File: config.mk
export PLATFORM = sky130hd
export DESIGN_NAME = cvbs_csc
export DESIGN_NICKNAME = d
export VERILOG_FILES = /design/src/rtl/csc_pkg.sv /design/src/rtl/csc_offset_stage.sv /design/src/rtl/csc_scale_lane.sv /design/src/rtl/cvbs_csc.sv
export SDC_FILE = /design/constraint.sdc
export NUM_CORES = 1
export LEC_CHECK = 0
export CAP_MARGIN = 40
export CORE_UTILIZATION = 57
export CTS_BUF_LIST = sky130_fd_sc_hd__clkbuf_2 sky130_fd_sc_hd__clkbuf_4 sky130_fd_sc_hd__clkbuf_8
export DETAILED_ROUTE_END_ITERATION = 7
export GPL_TIMING_DRIVEN = 0
export PLACE_DENSITY = 0.86
export SYNTH_ARGS = -nofsm -noshare
export SYNTH_HDL_FRONTEND = slang
export SYNTH_SLANG_ARGS = --single-unit
File: constraint.sdc
create_clock -name clk -period 5.5 [get_ports clk]
set_clock_uncertainty 0.05 [all_clocks]
set_input_delay 0.55 -clock clk [delete_from_list [all_inputs] [get_ports clk]]
set_output_delay 0.55 -clock clk [all_outputs]
set_load 0.005 [all_outputs]
File: src/rtl/csc_pkg.sv
package csc_pkg;
  localparam int PIX_W  = 8;
  localparam int DIFF_W = PIX_W + 1;
  localparam int OUT_W  = 9;
  localparam int COEF_W = 16;
  localparam int LANES  = 3;

  typedef enum logic {STD_AM = 1'b0, STD_FM = 1'b1} std_sel_e;

  // Video offset removed from each lane before scaling.
  function automatic int lane_offset(int lane);
    return (lane == 0) ? 16 : 128;
  endfunction

  // Fixed-point coefficient for a lane, rounded from milli/ten-thousandth units.
  function automatic logic signed [COEF_W-1:0] lane_coef(int lane, std_sel_e std, int frac);
    int one;
    int k;
    one = 1 << frac;
    case (lane)
      0:       k = (std == STD_FM) ? (625 * one + 500) / 1000 : (591 * one + 500) / 1000;
      1:       k = (std == STD_FM) ? (119 * one + 5000) / 10000 : (504 * one + 500) / 1000;
      default: k = (std == STD_FM) ? -((119 * one + 5000) / 10000) : (711 * one + 500) / 1000;
    endcase
    return COEF_W'(k);
  endfunction

  // Multiply, add half an LSB, arithmetic shift: round half toward +inf.
  function automatic logic signed [OUT_W-1:0] scale_round(logic signed [DIFF_W-1:0] d,
                                                           logic signed [COEF_W-1:0] k,
                                                           int frac);
    logic signed [DIFF_W+COEF_W-1:0] p;
    p = d * k;
    p = p + (DIFF_W+COEF_W)'(1 << (frac - 1));
    return OUT_W'(p >>> frac);
  endfunction
endpackage

File: src/rtl/csc_offset_stage.sv
module csc_offset_stage
  import csc_pkg::*;
(
  input  logic                          clk,
  input  logic                          rst_n,
  input  logic                          in_valid,
  input  std_sel_e                      std_in,
  input  logic [LANES-1:0][PIX_W-1:0]   pix,
  output logic                          s1_valid,
  output std_sel_e                      s1_std,
  output logic [LANES-1:0][DIFF_W-1:0]  s1_diff
);
  logic [LANES-1:0][DIFF_W-1:0] diff_d;

  for (genvar i = 0; i < LANES; i++) begin : g_off
    assign diff_d[i] = {1'b0, pix[i]} - DIFF_W'(lane_offset(i));
    always_ff @(posedge clk or negedge rst_n) begin
      if (!rst_n)        s1_diff[i] <= '0;
      else if (in_valid) s1_diff[i] <= diff_d[i];
    end
  end

  always_ff @(posedge clk or negedge rst_n) begin
    if (!rst_n) begin
      s1_valid <= 1'b0;
      s1_std   <= STD_AM;
    end else begin
      s1_valid <= in_valid;
      if (in_valid) s1_std <= std_in;
    end
  end

  // first stage follows the strobe by one edge
  assert_stage1_latency_R5: assert property (@(posedge clk) disable iff (!rst_n)
    s1_valid == $past(in_valid));
  // the standard is latched with the sample it accompanies
  assert_std_captured_R6: assert property (@(posedge clk) disable iff (!rst_n)
    in_valid |=> s1_std == $past(std_in));
  // luma lane offset of 16
  assert_luma_offset_R1: assert property (@(posedge clk) disable iff (!rst_n)
    in_valid |=> $signed(s1_diff[0]) == $signed({1'b0, $past(pix[0])}) - 16);
endmodule

File: src/rtl/csc_scale_lane.sv
module csc_scale_lane
  import csc_pkg::*;
#(
  parameter int LANE = 0,
  parameter int FRAC = 12
) (
  input  logic                     clk,
  input  logic                     rst_n,
  input  logic                     load,
  input  std_sel_e                 std_in,
  input  logic [DIFF_W-1:0]        diff,
  output logic signed [OUT_W-1:0]  q
);
  logic signed [COEF_W-1:0] coef;
  logic signed [OUT_W-1:0]  q_d;

  assign coef = lane_coef(LANE, std_in, FRAC);
  assign q_d  = scale_round($signed(diff), coef, FRAC);

  always_ff @(posedge clk or negedge rst_n) begin
    if (!rst_n)    q <= '0;
    else if (load) q <= q_d;
  end

  // the lane keeps its result on idle cycles
  assert_hold_idle_R7: assert property (@(posedge clk) disable iff (!rst_n)
    !load |=> $stable(q));

  if (LANE != 0) begin : g_fm_chroma
    // FM chroma components are tiny after scaling
    assert_fm_chroma_range_R3: assert property (@(posedge clk) disable iff (!rst_n)
      (load && std_in == STD_FM) |=> (q >= -2 && q <= 2));
  end else begin : g_luma
    // luma never wraps
    assert_luma_range_R8: assert property (@(posedge clk) disable iff (!rst_n)
      load |=> (q >= -10 && q <= 149));
  end
endmodule

File: src/rtl/cvbs_csc.sv
module cvbs_csc
  import csc_pkg::*;
#(
  parameter int FRAC = 12
) (
  input  logic                     clk,
  input  logic                     rst_n,
  input  logic                     in_valid,
  input  logic                     std_sel,
  input  logic [PIX_W-1:0]         y_in,
  input  logic [PIX_W-1:0]         cb_in,
  input  logic [PIX_W-1:0]         cr_in,
  output logic                     out_valid,
  output logic signed [OUT_W-1:0]  y_out,
  output logic signed [OUT_W-1:0]  c1_out,
  output logic signed [OUT_W-1:0]  c2_out
);
  logic                          s1_valid;
  std_sel_e                      s1_std;
  logic [LANES-1:0][DIFF_W-1:0]  s1_diff;
  logic [LANES-1:0][PIX_W-1:0]   pix;
  logic signed [OUT_W-1:0]       lane_q [LANES];

  assign pix = {cr_in, cb_in, y_in};

  csc_offset_stage u_off (
    .clk      (clk),
    .rst_n    (rst_n),
    .in_valid (in_valid),
    .std_in   (std_sel_e'(std_sel)),
    .pix      (pix),
    .s1_valid (s1_valid),
    .s1_std   (s1_std),
    .s1_diff  (s1_diff)
  );

  for (genvar i = 0; i < LANES; i++) begin : g_lane
    csc_scale_lane #(.LANE(i), .FRAC(FRAC)) u_lane (
      .clk    (clk),
      .rst_n  (rst_n),
      .load   (s1_valid),
      .std_in (s1_std),
      .diff   (s1_diff[i]),
      .q      (lane_q[i])
    );
  end

  always_ff @(posedge clk or negedge rst_n) begin
    if (!rst_n) out_valid <= 1'b0;
    else        out_valid <= s1_valid;
  end

  assign y_out  = lane_q[0];
  assign c1_out = lane_q[1];
  assign c2_out = lane_q[2];

  // output strobe follows the first stage by one edge
  assert_out_latency_R5: assert property (@(posedge clk) disable iff (!rst_n)
    out_valid == $past(s1_valid));
  // black level with neutral chroma yields zeros
  assert_zero_point_R1: assert property (@(posedge clk) disable iff (!rst_n)
    (s1_valid && s1_diff == '0) |=> (y_out == 0 && c1_out == 0 && c2_out == 0));
  // whole output word stays put while the strobe is low
  assert_out_hold_R7: assert property (@(posedge clk) disable iff (!rst_n)
    !out_valid |-> ($stable(y_out) && $stable(c1_out) && $stable(c2_out)));
endmodule

# Word level (Yosys, flattened, before mapping)
# Index checks and enable logic that the tools add are counted.
# classes
n_addsub	6
n_mul	3
mux	3
# ops
cell	n
adder 21 x 13 -> 21 bit (second input constant)	3
multiplier 9 x 13 -> 21 bit	2
multiplier 9 x 16 -> 21 bit	1
subtractor 8 x 8 -> 9 bit (second input constant)	2
two-way mux 16 bit	1
two-way mux 12 bit	1
two-way mux 10 bit	1
subtractor 8 x 5 -> 9 bit (second input constant)	1
# word_totals
register_bits	57
output_inout_bits	28
word_cells	21

# Depth between registers and ports, before layout
# Gate-level depths: netlist of the first run.
# logic_depth
word_depth	3
mapped_depth	19

# Hierarchy
# A second synthesis of the first run with hierarchy kept.
# hier_totals
hier_cells	933
area_unflattened_um2	9258.9
# modules_own_cells
module	instances	cells_per_inst	area_per_inst_um2	seq_area_each_um2
csc_scale_lane (g_lane[2].u_lane)	1	333	3402.0	225.2
csc_scale_lane (g_lane[0].u_lane)	1	321	2872.8	225.2
csc_scale_lane (g_lane[1].u_lane)	1	207	1903.1	225.2
csc_offset_stage	1	71	1056.0	675.6
cvbs_csc	1	1	25.0	25.0

# Worst setup path after synthesis of the first run
# No wires, ideal clock.
# synth_path
kind	register to register
startpoint	register u_off.s1_std
endpoint	register g_lane[2].u_lane.q[7]
setup_time_ns	0.120
arrival_ns	5.273
slack_ns	0.057
stages_incl_launch_ff	18
path_cell_list	dfrtp_1 clkbuf_1 clkbuf_1 nand2_1 inv_1 fa_1 inv_1 fa_1 fa_1 inv_1 fa_1 ha_1 ha_1 and2_1 a221o_1 a21o_1 or3_1 a31o_2
# synth_via
elab_chain_cells	3
# synth_lines
element	line	source
from (decl)	csc_offset_stage.sv:10	output std_sel_e s1_std,
from (signal assigned)	csc_offset_stage.sv:29	if (in_valid) s1_std <= std_in;
two-way mux 16 bit	csc_pkg.sv:23	default: k = (std == STD_FM) ? -((119 * one + 5000) / 10000) : (711 * one + 500) / 1000;
multiplier 9 x 16 -> 21 bit	csc_pkg.sv:33	p = d * k;
adder 21 x 13 -> 21 bit	csc_pkg.sv:34	p = p + (DIFF_W+COEF_W)'(1 << (frac - 1));
to (signal assigned)	csc_scale_lane.sv:22	else if (load) q <= q_d;
to (decl)	csc_scale_lane.sv:12	output logic signed [OUT_W-1:0] q
# No other way between the ends.
# A chain may end at the register's enable or synchronous reset.

# Worst setup path after layout of the first run
# Ends and elaborated chain as after synthesis.

==> summary.md, run 1 <==
| Metric | Value |
|---|---|
| Status | `finished, final reports clean` |
| Die area | `15640 µm²` |
| Hold WC Path Type | `input pin to asynchronous set/reset pin` |
| Critical path type | `flip-flop to flip-flop` |
| Fin area | `9782 µm²` |
| Chip Height | `125.1 µm` |
| Drt wl/cell | `17.20 µm` |
| Count of cell types in the netlist | `57` |
| Crit path to | `g_lane[2].u_lane.q[7]$_DFFE_PN0P_` |
| Htree depth | `2` |
| Req. time, crit path | `5.69 ns` |
| Routed via count | `6256` |
| Slew Limit Fails | `0` |
| DP Worst Slack | `-1.054 ns` |
| Initial antenna violation count | `0` |
| CP startpoint kind | `flip-flop` |
| Yosys Warn Count | `0` |
| Drt first-iter violations | `361` |
| Dpl cells | `1100` |
| IO Count | `56` |
| Final worst slack | `0.1349 ns` |
| Pwr/cell area | `598.6 nW/µm²` |
| Area grow syn2layout | `13.30%` |
| Syn Area/Cell | `10.14 µm²` |
| Final period utilization | `0.9755` |
| CTS sink cnt | `55` |
| Ys async rst share | `1.000` |
| Fin. Hold Viols | `0` |
| I/O Buffers | `55` |
| Drt total wl | `19230 µm` |
| # setup viols final | `0` |
| Ant diodes | `0` |
| Seq/Total Area, Yosys | `0.1594` |
| Dpl cell area | `9463 µm²` |
| Gpl congestion | `0.8535` |
| Relative slew slack | `0.4437` |
| Maximum clock insertion buffer count | `2` |
| Vias in the first global route | `6807` |
| Fill cells | `1067` |
| Drt pass-1 iters | `5` |
| Setup TNS | `0 ns` |
| Area occupied by multi-input gates | `6571 µm²` |
| Reg2reg start | `u_off.s1_std$_DFFE_PN0P_` |
| EDFF count, synth | `0` |
| Worst r2r dst | `g_lane[2].u_lane.q[7]$_DFFE_PN0P_` |
| Reg2reg path depth | `14` |
| Finished Layout Cells | `1118` |
| TritonCTS buffer count | `5` |
| Global route total overflow | `0` |
| Worst-path clk slew | `0.12 ns` |
| Worst Tran Pin Value | `0.8345 ns` |
| Synth Flop Type | `dfrtp_1` |
| Largest net degree at the start of global routing | `36` |
| Max_cap viols | `0` |
| Layout cell share with drive strength beyond 1 | `0.08565` |
| Core ar. | `14640 µm²` |
| Leakage power | `5.215 nW` |
| Post-Syn Area | `8633 µm²` |
| Post-layout min period | `5.365 ns` |
| Total GRT Usage | `0.2622` |
| Register area | `1378 µm²` |
| Nets@finish | `1251` |
| Minimum setup slack among reg-to-reg paths | `0.13 ns` |
| Setup crit end kind | `flip-flop` |
| FF+latch count, synth | `55` |
| Critical Path Start | `u_off.s1_std$_DFFE_PN0P_` |
| CP max FO | `10` |
| Worst EP arrival | `5.55 ns` |
| Initial core utilization | `0.5895` |
| Routed vias/inst | `5.596` |
| Antenna-violating nets left | `0` |
| Commonest non-fill, non-tap cells in the layout | `192 x inv_1, 171 x ha_1, 114 x fa_1` |
| # rows | `44` |
| First-pass GRT wire length | `32490 µm` |
| Die W | `125.1 µm` |
| Post-Synthesis Cells | `851` |
| Max IR drop VDD | `0.6572 mV` |
| Commonest non-fill, non-tap cell in the layout | `inv_1` |
| CTS tree | `done` |
| Final HPWL DP | `15280 µm` |
| Tot Pwr | `5.855 mW` |
| DRC viols | `0` |
| Achievable clock frequency | `0.1864 GHz` |
| Root Driver | `clkbuf_8` |
| Clk_lat worst skew | `0.33 ns` |
[repair_timing]
item	in CTS	in global routing
pin swaps	2	3
hold buffers	0	0
endpoints found under the setup margin	21	10
setup buffers	3	8
gates resized for setup	20	23
[area by class of cell]
| class | count | area share |
|---|---|---|
| multi-input cells | 591 | 0.6718 |
| inverters | 196 | 0.07636 |
| plain buffers | 17 | 0.009210 |
| well taps | 184 | 0.02354 |
| repair buffers | 67 | 0.06626 |
| flip-flops and latches | 55 | 0.1408 |
| clock inverters | 2 | 0.003581 |
| clock buffers | 6 | 0.008442 |
[per-layer routing]
layer  GRT usage  wire (µm)  share of wire  up-vias
met3     0.03637        923          0.048       47
met2      0.4755       9906           0.52      177
met5           0          0              0        -
met4      0.1033        549          0.029        0
met1      0.3146       7852           0.41     3128
li1            -          -              -     2904
[cell usage after synthesis, types with 8 or more instances]
| master | count | area, µm² |
|---|---|---|
| xor2_1 | 10 | 87.58 |
| nor3_1 | 8 | 40.04 |
| dfrtp_1 | 55 | 1376 |
| ha_1 | 173 | 2165 |
| o21ai_0 | 15 | 75.07 |
| nor2b_1 | 15 | 93.84 |
| nor2_1 | 22 | 82.58 |
| nand2_1 | 39 | 146.4 |
| mux2_2 | 21 | 236.5 |
| clkbuf_1 | 18 | 67.56 |
| fa_1 | 117 | 2342 |
| a21oi_1 | 30 | 150.1 |
| and2_1 | 13 | 81.33 |
| a21o_1 | 15 | 112.6 |
| xnor2_1 | 19 | 166.4 |
| inv_1 | 196 | 735.7 |
[kinds of logic after synthesis]
logic type                 Yosys count  synth area share
DFF                                 55            0.1594
adders and majority gates          290            0.5220
AOI/OAI and AO/OA                  103           0.08247
and+or+nand+nor                    134           0.08130
buffers and inverters              214           0.09304
xor gates and xnor gates            29           0.02942
muxes                               24           0.03145
other                                2         0.0008699
[worst min-delay path by stage]
stage | start | end | slack, ns | cells after the start
floorplan | rst_n | g_lane[0].u_lane.q[0]$_DFFE_PN0P_ | 0.20 | 0
global placement | u_off.s1_valid$_DFF_PN0_ | out_valid$_DFF_PN0_ | 0.33 | 0
detailed placement | u_off.s1_valid$_DFF_PN0_ | out_valid$_DFF_PN0_ | 0.34 | 0
CTS | rst_n | u_off.s1_diff[1]$_DFFE_PN0P_ | 0.15 | 1
global route | rst_n | u_off.s1_diff[2]$_DFFE_PN0P_ | 0.17 | 1
finish | rst_n | u_off.s1_diff[1]$_DFFE_PN0P_ | 0.14 | 1
[worst max-delay path: stages, from the launching register on]
cell     delay, ns
dfrtp_2       0.54
buf_4         0.26
and2_2        0.29
fa_2          0.55
buf_4         0.17
fa_1          0.50
fa_2          0.47
fa_1          0.51
ha_1          0.31
ha_1          0.34
and2_1        0.19
a221o_1       0.34
a21o_1        0.21
or3_1         0.31
a31o_2        0.25
[flip-flops by register name, indices dropped and copies added, names as in the netlist]
signal           count
u_off.s1_diff       25
out_valid            1
u_off.s1_valid       1
u_off.s1_std         1
g_lane.u_lane.q     27
[metrics by stage]
stage / util / hold slack [ns]
after floorplan: - / 0.2044
after global placement: 0.6452 / 0.3337
after detailed placement: 0.6462 / 0.3441
after CTS: 0.6588 / 0.1503
after global routing: 0.6680 / 0.1700
final: 0.6680 / 0.1413
[report_power, final]
group          total (mW)  internal [mW]  leakage, nW  switching [mW]
registers           0.634          0.541        0.652          0.0924
clock network       0.297          0.148       0.0612           0.149
logic                4.92           2.31         4.50            2.61
No activity file was read; power rests on OpenSTA's default activity.
==> run 2: changes to the inputs <==
- CORE_UTILIZATION: 57 -> 60
- SYNTH_HIERARCHICAL: not set -> 1
- clock period: 5.5 -> 6.55 ns (I/O delays scaled with it)
==> summary.md, run 2 <==
| Metric | Value |
|---|---|
| CP startpoint kind | `flip-flop` |
| CTS tree | `done` |
| Number of flip-flops in the largest register | `27` |
| Die W | `126.2 µm` |
| Clk_lat worst skew | `0.34 ns` |
| Synth cell count leaders | `170 x ha_1, 159 x inv_1, 117 x fa_1` |
| Largest net degree at the start of global routing | `30` |
| EDFF count, synth | `0` |
| Largest area contributor in the synthesized netlist | `fa_1` |
| Finished Layout Cells | `1190` |
| DRC viols | `0` |
| Die area | `15930 µm²` |
| Slowest stage delay, CP | `0.59 ns` |
| Gpl congestion | `0.8811` |
| Maximum clock insertion buffer count | `2` |
| Drt pass-1 iters | `5` |
| CTS Hold Bufs | `0` |
| Slew Limit Fails | `0` |
| Drt wl/cell | `16.33 µm` |
| WP buf/inv | `5` |
| I/O Buffers | `55` |
| Reg with most FFs | `g_lane.u_lane/q` |
| Crit-path slowest cell | `dfrtp_1` |
| Nets@finish | `1316` |
| Req. time, crit path | `6.74 ns` |
| M1 WL | `8336 µm` |
| Commonest non-fill, non-tap cells in the layout | `170 x ha_1, 159 x inv_1, 117 x fa_1` |
| Drt total wl | `19440 µm` |
| Seq/Total Area, Yosys | `0.1486` |
| Htree depth | `2` |
| # rows | `45` |
| Total GRT Usage | `0.2637` |
| Top-count cell post-synth | `ha_1` |
| Setup crit end kind | `flip-flop` |
| Root Driver | `clkbuf_8` |
| Dpl cells | `1182` |
| Ant diodes | `0` |
| Metal2 WL | `9597 µm` |
| Count of cell types in the netlist | `73` |
| Area grow syn2layout | `9.959%` |
| Global route total overflow | `0` |
| Final HPWL DP | `16400 µm` |
| Post-layout min period | `6.279 ns` |
| Synth Flop Type | `dfrtp_1` |
| First-pass GRT wire length | `33220 µm` |
| Initial core utilization | `0.6113` |
| Syn Area/Cell | `9.924 µm²` |
| Worst-path clk slew | `0.12 ns` |
| Worst-path cell chain | `clkbuf_1, clkbuf_1, nand2_1, inv_1, fa_1, inv_1, fa_1, inv_1, fa_1, fa_1, ha_1, ha_1, a21o_1, a21o_1, a2111oi_4, nor3_1, or3_1, a31o_1` |
| Chip Height | `126.2 µm` |
| CTS sink cnt | `55` |
| Fin area | `10180 µm²` |
| # setup viols final | `0` |
| Drt first-iter violations | `334` |
| Fin. Hold Viols | `0` |
| Routed vias/inst | `5.712` |
| Achievable clock frequency | `0.1593 GHz` |
| Dpl cell area | `10080 µm²` |
| CP dominant cell by count | `fa_1` |
| Final period utilization | `0.9587` |
| DR WL met3 | `705 µm` |
| Worst Tran Pin Value | `0.7289 ns` |
| Ys async rst share | `1.000` |
| IO Count | `56` |
| Commonest non-fill, non-tap cell in the layout | `ha_1` |
| Layout cell share with drive strength beyond 1 | `0.07285` |
| Antenna-violating nets left | `0` |
| CP max FO | `10` |
| Top routing layer in use | `met4` |
| Worst EP arrival | `6.47 ns` |
| Synth top area share | `0.2530` |
| Vias in the first global route | `7134` |
| Hold WC Path Type | `input pin to asynchronous set/reset pin` |
| Largest regs | `g_lane.u_lane/q: 27 flops, u_off/s1_diff: 25 flops` |
| TritonCTS buffer count | `5` |
| Max_cap viols | `0` |
| Yosys Warn Count | `6` |
| Relative slew slack | `0.5141` |
| Post-Syn Area | `9259 µm²` |
| FF+latch count, synth | `55` |
| CP delay by family, top | `adder cells` |
| Critical path type | `flip-flop to flip-flop` |
| Fill cells | `1102` |
| Status | `finished, final reports clean` |
| Core ar. | `15150 µm²` |
| Worst hold slack | `0.2964 ns` |
| Post-Synthesis Cells | `933` |
| Synth area leaders | `fa_1 25%, ha_1 23%, dfrtp_1 15%, inv_1 6.4%, mux2_2 3.2%` |
| Routed via count | `6797` |
| Initial antenna violation count | `0` |
[run 2: changes by cell type after synthesis, sizes merged, moves of 5 or more]
cell    change
inv        -37
nor2       +14
buf        +12
nand3      +12
nand2      +10
and2        +9
a21oi       -7
a31oi       +7
o21ai       +7
nand2b      +6
o21a        +6
clkbuf      +5
nand4       +5
[run 2: metal layers]
layer | vias up | global-route usage
li1 | 3248 | -
met3 | 53 | 0.03398
met1 | 3319 | 0.3273
met4 | 0 | 0.1198
met5 | - | 0
met2 | 177 | 0.4592
[run 2: path summary, 6_finish.rpt]
check | start | to | slack, ns | cells after the start
min in group clk | g_lane[0].u_lane/q[3]$_DFFE_PN0P_ | g_lane[0].u_lane/q[3]$_DFFE_PN0P_ | 0.44 | 2
setup reg to reg | u_off/s1_std$_DFFE_PN0P_ | g_lane[2].u_lane/q[7]$_DFFE_PN0P_ | 0.27 | 18
hold / removal | rst_n | g_lane[0].u_lane/q[7]$_DFFE_PN0P_ | 0.30 | 1
hold reg to reg | g_lane[0].u_lane/q[3]$_DFFE_PN0P_ | g_lane[0].u_lane/q[3]$_DFFE_PN0P_ | 0.44 | 2
setup / recovery | u_off/s1_std$_DFFE_PN0P_ | g_lane[2].u_lane/q[7]$_DFFE_PN0P_ | 0.27 | 18
max in group asynchronous | rst_n | u_off/s1_diff[22]$_DFFE_PN0P_ | 5.55 | 2
[run 2: metrics by stage]
stage	setup slack (ns)	TNS, ns	utilization
after floorplan	1.040	0	-
after global placement	0.2663	0	0.6644
after detailed placement	0.1815	0	0.6654
final	0.2706	0	0.6722
after global routing	-0.0001448	-0.0001448	0.6722
after CTS	0.1111	0	0.6715
[run 2: layout make-up]
type	count	area, µm²	area share
Buffer	35	175.2	0.01721
Timing Repair Buffer	56	565.5	0.05555
Clock inverter	2	16.27	0.001598
Multi-Input combinational cell	689	7139	0.7012
Inverter	159	596.8	0.05862
Sequential cell	55	1376	0.1352
Tap cell	188	235.2	0.02310
Clock buffer	6	76.32	0.007497
[run 2: worst reg2reg max path, stage by stage, from the launching register on]
cell and delay (ns):
dfrtp_1 0.59, clkbuf_1 0.34, clkbuf_1 0.40, nand2_1 0.21, inv_1 0.28, fa_1 0.51
inv_1 0.12, fa_1 0.50, inv_1 0.06, fa_1 0.56, fa_1 0.41, ha_1 0.29
ha_1 0.37, a21o_1 0.22, a21o_1 0.22, a2111oi_4 0.34, nor3_1 0.11, or3_1 0.35
a31o_1 0.22
[run 2: logic make-up after synthesis]
kind of cell | count (synthesis) | synth area share
other | 3 | 0.001216
flip-flops | 55 | 0.1486
multiplexers | 31 | 0.03703
XOR/XNOR | 29 | 0.02743
AO/OA/AOI/OAI | 131 | 0.1038
adder cells (fa/ha/maj) | 287 | 0.4827
buffers and inverters | 194 | 0.08338
AND/OR/NAND/NOR | 203 | 0.1158
[run 2: what timing repair did]
action,4_1_cts,5_1_grt
setup endpoints to repair,0,8
resized for setup,0,2
buffers inserted,0,0
Power of run 2 is not shown: default switching activity piles up to over one toggle a cycle in this logic, so the estimate is an artifact.
==> run 3: changes to the inputs <==
- GPL_TIMING_DRIVEN: 0 -> 1
- SKIP_CTS_REPAIR_TIMING: not set -> 1
==> summary.md, run 3 (synthesis gave the netlist of run 2 again) <==
| Metric | Value |
|---|---|
| Maximum clock insertion buffer count | `2` |
| Worst EP arrival | `6.03 ns` |
| Gpl congestion | `0.9129` |
| Hold WC Path Type | `input pin to asynchronous set/reset pin` |
| Commonest non-fill, non-tap cells in the layout | `170 x ha_1, 159 x inv_1, 117 x fa_1` |
| Total GRT Usage | `0.2603` |
| Routed via count | `6687` |
| Root Driver | `clkbuf_8` |
| # setup viols final | `0` |
| Drt wl/cell | `16.42 µm` |
| Worst r2r dst | `g_lane[2].u_lane/q[6]$_DFFE_PN0P_` |
| Number of flip-flops in the largest register | `27` |
| Drt first-iter violations | `323` |
| Largest net degree at the start of global routing | `56` |
| Dpl cells | `1150` |
| DRC viols | `0` |
| Max_cap viols | `0` |
| Final HPWL DP | `15550 µm` |
| Vias in the first global route | `7107` |
| Die W | `126.2 µm` |
| TritonCTS buffer count | `5` |
| Crit-path slowest cell | `dfrtp_1` |
| Routed vias/inst | `5.780` |
| WP buf/inv | `3` |
| First-pass GRT wire length | `32860 µm` |
| Finished Layout Cells | `1157` |
| Worst Tran Pin Value | `0.7440 ns` |
| Final period utilization | `0.8891` |
| Layout cell share with drive strength beyond 1 | `0.06398` |
| Worst-path clk slew | `0.13 ns` |
| Global route total overflow | `0` |
| Relative slew slack | `0.5040` |
| CP dominant cell by count | `fa_1` |
| Reg2reg path depth | `17` |
| Initial core utilization | `0.6113` |
| Critical path type | `flip-flop to flip-flop` |
| Fill cells | `1146` |
| Die area | `15930 µm²` |
| Status | `finished, final reports clean` |
| Drt total wl | `18990 µm` |
| IO Count | `56` |
| Largest regs | `g_lane.u_lane/q: 27 flops, u_off/s1_diff: 25 flops` |
| Worst-path cell chain | `buf_4, nand2_1, nand2_1, ha_1, inv_1, fa_1, inv_1, fa_1, fa_1, fa_1, ha_1, a21oi_1, nor2_1, o31ai_2, a31oi_1, or3_1, a31o_1` |
| Drt pass-1 iters | `5` |
| Htree depth | `2` |
| RSZ-0062 raised after global routing | `no` |
| Ant diodes | `0` |
| Setup crit end kind | `flip-flop` |
| Minimum setup slack among reg-to-reg paths | `0.73 ns` |
| Req. time, crit path | `6.75 ns` |
| Post-layout min period | `5.824 ns` |
| Reg2reg start | `u_off/s1_std$_DFFE_PN0P_` |
| Fin. Hold Viols | `0` |
| Area grow syn2layout | `8.000%` |
| Commonest non-fill, non-tap cell in the layout | `ha_1` |
| Core ar. | `15150 µm²` |
| CP delay by family, top | `adder cells` |
| CTS sink cnt | `55` |
| CTS tree | `done` |
| Nets@finish | `1284` |
| Chip Height | `126.2 µm` |
| Achievable clock frequency | `0.1717 GHz` |
| Setup TNS | `0 ns` |
| Initial antenna violation count | `0` |
| CP max FO | `46` |
| Antenna-violating nets left | `0` |
| Reg with most FFs | `g_lane.u_lane/q` |
| Utilization after layout | `0.6602` |
| I/O Buffers | `55` |
| # rows | `45` |
| Clk_lat worst skew | `0.36 ns` |
| CP startpoint kind | `flip-flop` |
| Slew Limit Fails | `0` |
| Slowest stage delay, CP | `0.71 ns` |
-- run 3: metrics by stage --
stage | setup WS [ns] | instance area (µm²) | hold slack (ns)
floorplan | 1.040 | 9278 | 0.3094
global placement | 0.9431 | 9913 | 0.4171
CTS | 0.7565 | 10000 | 0.3942
finish | 0.7261 | 10000 | 0.3655
global route | 0.4258 | 10000 | 0.4432
detailed placement | 0.7707 | 9913 | 0.4391
-- run 3: area by class of cell --
cell class | count | area, µm² | share of cell area
flip-flops and latches | 55 | 1376 | 0.1376
multi-input cells | 689 | 7129 | 0.7130
clock inverters | 2 | 17.52 | 0.001752
inverters | 159 | 596.8 | 0.05968
repair buffers | 59 | 575.6 | 0.05756
clock buffers | 5 | 68.82 | 0.006882
well taps | 188 | 235.2 | 0.02352
-- run 3: how the worst max path moves through the flow --
stage	cells after the start	slack [ns]	startpoint	endpoint
2_1_floorplan	17	1.04	u_off/s1_std$_DFFE_PN0P_	g_lane[2].u_lane/q[6]$_DFFE_PN0P_
3_3_place_gp	17	0.94	u_off/s1_std$_DFFE_PN0P_	g_lane[2].u_lane/q[6]$_DFFE_PN0P_
3_5_place_dp	17	0.77	u_off/s1_std$_DFFE_PN0P_	g_lane[2].u_lane/q[6]$_DFFE_PN0P_
4_1_cts	17	0.76	u_off/s1_std$_DFFE_PN0P_	g_lane[2].u_lane/q[6]$_DFFE_PN0P_
5_1_grt	17	0.43	u_off/s1_std$_DFFE_PN0P_	g_lane[2].u_lane/q[6]$_DFFE_PN0P_
6_report	17	0.73	u_off/s1_std$_DFFE_PN0P_	g_lane[2].u_lane/q[6]$_DFFE_PN0P_
-- run 3: routing by layer --
| metal | wire length [µm] | vias to the layer above | GRT usage |
|---|---|---|---|
| met1 | 8286 | 3289 | 0.3266 |
| met3 | 704 | 52 | 0.03229 |
| li1 | - | 3163 | - |
| met4 | 642 | 0 | 0.1134 |
| met5 | 0 | - | 0 |
| met2 | 9360 | 183 | 0.4521 |
Power of run 3 is left out for the same reason.
